`config.mk`:
```
export PLATFORM = sky130hd
export DESIGN_NAME = raster_timing_gen
export DESIGN_NICKNAME = d
export VERILOG_FILES = /design/src/rtl/rtg_pkg.sv /design/src/rtl/rtg_ctrl.sv /design/src/rtl/rtg_datapath.sv /design/src/rtl/raster_timing_gen.sv
export SDC_FILE = /design/constraint.sdc
export NUM_CORES = 1
export LEC_CHECK = 0
export ABC_CLOCK_PERIOD_IN_PS = 5300
export BUFFER_PORTS_ARGS = -buffer_cell sky130_fd_sc_hd__buf_2
export CAP_MARGIN = 0
export CORE_MARGIN = 8
export CORE_UTILIZATION = 58
export DETAILED_ROUTE_END_ITERATION = 7
export GPL_TIMING_DRIVEN = 0
export PLACE_DENSITY = 0.81
export SYNTH_ARGS = -nofsm -noshare
export SYNTH_HDL_FRONTEND = slang
export SYNTH_SLANG_ARGS = --single-unit
```
`constraint.sdc`:
```
create_clock -name clk -period 5.3 [get_ports clk]
set_input_delay 0.265 -clock clk [delete_from_list [all_inputs] [get_ports clk]]
set_output_delay 0.265 -clock clk [all_outputs]
set_load 0.05 [all_outputs]
```
`src/rtl/rtg_pkg.sv`:
```
package rtg_pkg;
  typedef enum logic [1:0] {
    PH_SYNC   = 2'd0,
    PH_BACK   = 2'd1,
    PH_ACTIVE = 2'd2,
    PH_FRONT  = 2'd3
  } phase_e;

  // strobes from control to datapath
  typedef struct packed {
    logic advance;
    logic hStep;
    logic lineDone;
    logic vStep;
    logic frameWrap;
  } strobe_t;

  // end-of-phase flags from datapath to control
  typedef struct packed {
    logic hLast;
    logic vLast;
  } flags_t;
endpackage

```
`src/rtl/rtg_ctrl.sv`:
```
module rtg_ctrl
  import rtg_pkg::*;
#(
  parameter int DW = 8
) (
  input  logic          clk,
  input  logic          rstN,
  input  logic          enable,
  input  logic [DW-1:0] divisor,
  input  flags_t        flags,
  output strobe_t       strobe,
  output phase_e        hPhase,
  output phase_e        vPhase,
  output logic          pclk,
  output logic          running,
  output logic          tickQ
);
  logic [DW-1:0] divCnt;
  logic          divEnd;
  logic          tick;

  assign divEnd = (divCnt >= divisor);
  // pixel clock rises at the edge that ends this cycle
  assign tick   = enable && divEnd && !pclk;

  always_comb begin
    strobe.advance   = tick && running;
    strobe.hStep     = strobe.advance && flags.hLast;
    strobe.lineDone  = strobe.hStep && (hPhase == PH_FRONT);
    strobe.vStep     = strobe.lineDone && flags.vLast;
    strobe.frameWrap = strobe.vStep && (vPhase == PH_FRONT);
  end

  always_ff @(posedge clk or negedge rstN) begin
    if (!rstN) begin
      divCnt  <= '0;
      pclk    <= 1'b0;
      running <= 1'b0;
      tickQ   <= 1'b0;
      hPhase  <= PH_SYNC;
      vPhase  <= PH_SYNC;
    end else if (!enable) begin
      divCnt  <= '0;
      pclk    <= 1'b0;
      running <= 1'b0;
      tickQ   <= 1'b0;
      hPhase  <= PH_SYNC;
      vPhase  <= PH_SYNC;
    end else begin
      divCnt <= divEnd ? '0 : divCnt + 1'b1;
      if (divEnd) pclk <= ~pclk;
      tickQ <= tick;
      if (tick && !running) running <= 1'b1;
      if (strobe.hStep) hPhase <= phase_e'(hPhase + 2'd1);
      if (strobe.vStep) vPhase <= phase_e'(vPhase + 2'd1);
    end
  end
endmodule

```
`src/rtl/rtg_datapath.sv`:
```
module rtg_datapath
  import rtg_pkg::*;
#(
  parameter int HW = 12,
  parameter int VW = 11,
  parameter int DW = 8,
  parameter int LW = VW + 2
) (
  input  logic          clk,
  input  logic          rstN,
  input  logic          enable,
  input  logic [DW-1:0] cfgClkDiv,
  input  logic [HW-1:0] cfgHSync,
  input  logic [HW-1:0] cfgHBack,
  input  logic [HW-1:0] cfgHActive,
  input  logic [HW-1:0] cfgHFront,
  input  logic [VW-1:0] cfgVSync,
  input  logic [VW-1:0] cfgVBack,
  input  logic [VW-1:0] cfgVActive,
  input  logic [VW-1:0] cfgVFront,
  input  logic          cfgInvHSync,
  input  logic          cfgInvVSync,
  input  logic          cfgInvDe,
  input  logic          cfgInvPixClk,
  input  strobe_t       strobe,
  input  phase_e        hPhase,
  input  phase_e        vPhase,
  output flags_t        flags,
  output logic [LW-1:0] lineCount,
  output logic [DW-1:0] shDiv,
  output logic          shInvH,
  output logic          shInvV,
  output logic          shInvDe,
  output logic          shInvPclk
);
  logic [HW-1:0] shHSync, shHBack, shHActive, shHFront;
  logic [VW-1:0] shVSync, shVBack, shVActive, shVFront;
  logic [HW-1:0] hCnt, hLastVal;
  logic [VW-1:0] vCnt, vLastVal;
  logic          loadShadow;

  function automatic logic [HW-1:0] hMinusOne(input logic [HW-1:0] n);
    return (n == '0) ? '0 : n - 1'b1;
  endfunction

  function automatic logic [VW-1:0] vMinusOne(input logic [VW-1:0] n);
    return (n == '0) ? '0 : n - 1'b1;
  endfunction

  assign loadShadow = !enable || strobe.frameWrap;

  always_ff @(posedge clk or negedge rstN) begin
    if (!rstN) begin
      shDiv <= '0;
      {shHSync, shHBack, shHActive, shHFront} <= '0;
      {shVSync, shVBack, shVActive, shVFront} <= '0;
      {shInvH, shInvV, shInvDe, shInvPclk} <= '0;
    end else if (loadShadow) begin
      shDiv     <= cfgClkDiv;
      shHSync   <= cfgHSync;
      shHBack   <= cfgHBack;
      shHActive <= cfgHActive;
      shHFront  <= cfgHFront;
      shVSync   <= cfgVSync;
      shVBack   <= cfgVBack;
      shVActive <= cfgVActive;
      shVFront  <= cfgVFront;
      shInvH    <= cfgInvHSync;
      shInvV    <= cfgInvVSync;
      shInvDe   <= cfgInvDe;
      shInvPclk <= cfgInvPixClk;
    end
  end

  always_comb begin
    unique case (hPhase)
      PH_SYNC:   hLastVal = hMinusOne(shHSync);
      PH_BACK:   hLastVal = hMinusOne(shHBack);
      PH_ACTIVE: hLastVal = shHActive;
      default:   hLastVal = hMinusOne(shHFront);
    endcase
    unique case (vPhase)
      PH_SYNC:   vLastVal = vMinusOne(shVSync);
      PH_BACK:   vLastVal = vMinusOne(shVBack);
      PH_ACTIVE: vLastVal = shVActive;
      default:   vLastVal = vMinusOne(shVFront);
    endcase
  end

  assign flags.hLast = (hCnt >= hLastVal);
  assign flags.vLast = (vCnt >= vLastVal);

  always_ff @(posedge clk or negedge rstN) begin
    if (!rstN) begin
      hCnt      <= '0;
      vCnt      <= '0;
      lineCount <= '0;
    end else if (!enable) begin
      hCnt      <= '0;
      vCnt      <= '0;
      lineCount <= '0;
    end else begin
      if (strobe.advance)
        hCnt <= flags.hLast ? '0 : hCnt + 1'b1;
      if (strobe.lineDone) begin
        vCnt      <= flags.vLast ? '0 : vCnt + 1'b1;
        lineCount <= strobe.frameWrap ? '0 : lineCount + 1'b1;
      end
    end
  end
endmodule

```
`src/rtl/raster_timing_gen.sv`:
```
module raster_timing_gen
  import rtg_pkg::*;
#(
  parameter int HW = 12,
  parameter int VW = 11,
  parameter int DW = 8,
  localparam int LW = VW + 2
) (
  input  logic          clk,
  input  logic          rstN,
  input  logic          cfgEnable,
  input  logic [DW-1:0] cfgClkDiv,
  input  logic [HW-1:0] cfgHSync,
  input  logic [HW-1:0] cfgHBack,
  input  logic [HW-1:0] cfgHActive,
  input  logic [HW-1:0] cfgHFront,
  input  logic [VW-1:0] cfgVSync,
  input  logic [VW-1:0] cfgVBack,
  input  logic [VW-1:0] cfgVActive,
  input  logic [VW-1:0] cfgVFront,
  input  logic          cfgInvHSync,
  input  logic          cfgInvVSync,
  input  logic          cfgInvDe,
  input  logic          cfgInvPixClk,
  output logic          pixClkOut,
  output logic          pixTick,
  output logic          hSyncOut,
  output logic          vSyncOut,
  output logic          deOut,
  output logic [1:0]    hPhase,
  output logic [1:0]    vPhase,
  output logic [LW-1:0] lineCount
);
  strobe_t       strobe;
  flags_t        flags;
  phase_e        hPh, vPh;
  logic          pclk, running, tickQ, live;
  logic [DW-1:0] shDiv;
  logic          shInvH, shInvV, shInvDe, shInvPclk;

  rtg_ctrl #(.DW(DW)) i_ctrl (
    .clk(clk), .rstN(rstN), .enable(cfgEnable), .divisor(shDiv),
    .flags(flags), .strobe(strobe), .hPhase(hPh), .vPhase(vPh),
    .pclk(pclk), .running(running), .tickQ(tickQ)
  );

  rtg_datapath #(.HW(HW), .VW(VW), .DW(DW), .LW(LW)) i_dp (
    .clk(clk), .rstN(rstN), .enable(cfgEnable), .cfgClkDiv(cfgClkDiv),
    .cfgHSync(cfgHSync), .cfgHBack(cfgHBack), .cfgHActive(cfgHActive),
    .cfgHFront(cfgHFront), .cfgVSync(cfgVSync), .cfgVBack(cfgVBack),
    .cfgVActive(cfgVActive), .cfgVFront(cfgVFront),
    .cfgInvHSync(cfgInvHSync), .cfgInvVSync(cfgInvVSync),
    .cfgInvDe(cfgInvDe), .cfgInvPixClk(cfgInvPixClk),
    .strobe(strobe), .hPhase(hPh), .vPhase(vPh), .flags(flags),
    .lineCount(lineCount), .shDiv(shDiv), .shInvH(shInvH),
    .shInvV(shInvV), .shInvDe(shInvDe), .shInvPclk(shInvPclk)
  );

  assign live      = cfgEnable && running;
  assign hSyncOut  = (live && hPh == PH_SYNC) ^ shInvH;
  assign vSyncOut  = (live && vPh == PH_SYNC) ^ shInvV;
  assign deOut     = (live && hPh == PH_ACTIVE && vPh == PH_ACTIVE) ^ shInvDe;
  assign pixClkOut = (cfgEnable && pclk) ^ shInvPclk;
  assign pixTick   = cfgEnable && tickQ;
  assign hPhase    = hPh;
  assign vPhase    = vPh;
endmodule

```
==> results.toml <==
[run_status]
status = "completed"

[detailed_routing]
drc = 0
wl_per_cell_um = 17.7
vias_per_cell = 5.76
ant_nets = 0
vias = 7132
first_iter_violations = 408
first_pass_iters = 5
wl_um = 21900

[grt]
first_global_vias = 7438
antenna_found_initial = 1
grt_max_degree = 94
grt_pass1_wl_um = 36600
gr-total-overflow = 0
grtUsageTotal = 0.228

[synthesis]
ys_seq_area_frac = 0.428
synth-seq-cells = 155
dominantRegCellSynth = "dfrtp_1"
postSynthCellCount = 866
synth_edf_count = 0
synthArstFlopShare = 1.00
syn_area_per_cell_sq_um = 10.5
ys.warnings.count = 0
synthTopCellsByArea = "dfrtp_1, ha_1, mux2_1"
synth_area_sq_um = 9060
synth_nets = 1027
ys_types = 64
yosysTopAreaCell = "dfrtp_1"
yosysTopAreaCellShare = 0.428

[critical_path]
required_ns = 5.61
crit_path_max_fanout = 10
worstSetupPathType = "flop to flop"
critical_path.startpoint_type = "flop"
worstPathArrival_ns = 5.30
r2r_cells = 18
worstSetupEndpointType = "flop"

[placement]
dpl.hpwl_um = 16000
dp_slack_ns = 0.191
numPortBuffers = 127
gp_congestion = 0.898

[sta]
slew_headroom = 0.497
fin_ws_ns = 0.307
hold_violations = 0
fmax_mhz = 200
clock_skew_ns = 0.0105
fin_setup_tns_ns = 0
period_share = 0.942
rsz0062_at_grt = "false"
drv_slew = 0
min_period_ns = 4.99
finalSetupViolations = 0
worstMarginPinSlew_ns = 0.749

[cts]
postCtsSetupRepairBufs = 0
cts.sinks = 155
h-tree-depth = 4
clk_pin_slew_worst_paths_ns = 0.07
clock_latency_ns = 0.43
cts.path.max_buffers = 2
tritoncts.num_buffers = 17
cts_tree = "built"
root_buffer = "clkbuf_16"

[floorplan]
fp-row-count = 45
dieArea_sq_um = 19900
start_util = 0.594
die_x_um = 141
die_h_um = 141
core-area_sq_um = 15300
ios = 129

[final_layout]
drive_above_1_share = 0.231
areaGrowthSynthToFinish_pct = 17.7
nets = 1175
n_antenna_cell = 0

[pwr]
ir_drop_mv = 0.314
p_per_area_nw_per_um2 = 338
p_leak_nw = 4.76

[worst_hold_path]
hold_class = "primary input to flop"
min_path_cells = 2

[run]
cap_violations = 0
## stage by stage
| stage | std cells | power (mW) | utilization | instance area (sq um) | hold slack (ns) |
|---|---|---|---|---|---|
| 6_report | 1238 | 3.61 | 0.699 | 10700 | 0.0475 |
| 3_3_place_gp | 1204 | 2.21 | 0.653 | 9960 | 0.469 |
| 3_5_place_dp | 1205 | 2.25 | 0.655 | 10000 | 0.287 |
| 4_1_cts | 1238 | 3.62 | 0.699 | 10700 | 0.0410 |
| 5_1_grt | 1238 | 3.78 | 0.699 | 10700 | 0.0373 |
| 2_1_floorplan | 866 | 2.01 | - | 9060 | -0.0306 |
## cell usage in the layout, fill, tap and decap left out, types with 4 or more instances in the layout
cell type / n
clkbuf_16: 17
nand4_1: 8
inv_1: 42
or3_1: 11
a21o_1: 10
o22ai_1: 14
o31ai_1: 12
nand2b_1: 6
nor3_1: 18
o221ai_1: 4
buf_2: 132
and2_1: 4
nor2b_1: 7
mux2_2: 48
and3_1: 12
o21ai_0: 35
ha_1: 54
o22a_1: 9
or4_1: 6
nand2_1: 55
dfrtp_1: 155
clkbuf_1: 20
a21oi_1: 42
nor4_1: 8
a31oi_1: 8
xnor2_1: 41
mux2_1: 60
o221a_2: 4
xor2_1: 26
nor2_1: 58
bufinv_16: 5
nand3_1: 23
buf_6: 8
o21a_1: 5
## registers in the layout, summed over array words and instances, names as in the netlist, 12 cells and up
| name | cells |
|---|---|
| i_dp.hCnt | 12 |
| i_dp.lineCount | 13 |
| i_dp.shHSync | 12 |
| i_dp.shHFront | 12 |
| i_dp.shHBack | 12 |
| i_dp.shHActive | 12 |
## synthesized netlist by cell type (12+ instances only)
cell type / instances
dfrtp_1: 155
mux2_1: 60
nor2_1: 58
nand2_1: 55
ha_1: 54
mux2_2: 48
a21oi_1: 42
inv_1: 42
xnor2_1: 41
o21ai_0: 35
xor2_1: 26
nand3_1: 23
clkbuf_1: 18
nor3_1: 18
o22ai_1: 14
and3_1: 12
o31ai_1: 12
## critical path, stage by stage (launching register included)
cell	delay (ns)
dfrtp_1	0.42
inv_1	0.08
ha_1	0.17
or3b_1	0.42
or4_4	0.49
o31ai_2	0.30
buf_2	0.26
o22ai_1	0.10
a21oi_1	0.19
o22ai_1	0.13
ha_1	0.30
nor2b_1	0.04
o21ai_0	0.16
a21oi_1	0.13
o21ai_2	0.43
a31oi_4	0.19
nor2_2	0.30
buf_2	0.38
mux2_2	0.38
## power by group
part,internal (mW),switching (mW)
registers,1.35,0.174
logic,0.362,0.357
clock network,0.856,0.511
## kinds of logic after synthesis
family,Yosys count,synth area share
buf+inv,73,0.0369
fa+ha+maj,54,0.0745
compound gates,170,0.127
mux,111,0.137
xor+xnor,67,0.0647
flops,155,0.428
simple gates,236,0.132
## area by class of cell
| class | instances | area (sq um) |
|---|---|---|
| buffer | 31 | 176 |
| clock buffer | 20 | 447 |
| clock inverter | 12 | 210 |
| fill | 1162 | 4590 |
| inverter | 42 | 158 |
| multi-input combinational | 638 | 4850 |
| sequential | 155 | 3880 |
| tap | 211 | 264 |
| timing repair buffer | 129 | 679 |
## path summary, 6_finish.rpt
kind	start	end	slack [ns]
max in group asynchronous	rstN	i_dp.shVFront[2]$_DFFE_PN0P_	4.07
min in group asynchronous	rstN	i_dp.shDiv[2]$_DFFE_PN0P_	0.38
hold / removal	cfgVBack[1]	i_dp.shVBack[1]$_DFFE_PN0P_	0.05
setup reg to reg	i_dp.shHBack[0]$_DFFE_PN0P_	i_dp.shHSync[11]$_DFFE_PN0P_	0.31
setup / recovery	i_dp.shHBack[0]$_DFFE_PN0P_	i_dp.shHSync[11]$_DFFE_PN0P_	0.31
hold reg to reg	i_dp.shDiv[2]$_DFFE_PN0P_	i_dp.shDiv[2]$_DFFE_PN0P_	0.49
## metal layers
metal	global-route usage	up-vias	routed length, um	share of wire
met4	0.0814	2	456	0.021
met3	0.0577	40	1060	0.048
li1	-	3433	-	-
met5	0	-	12	0.00055
met2	0.381	187	10800	0.49
met1	0.281	3470	9560	0.44
## what timing repair did
item,CTS,global route
setup endpoints to repair,0,104
gates resized for setup,0,1
hold buffers,1,0
endpoints found under the hold margin,62,0
No activity file was read; power rests on OpenSTA's default activity.
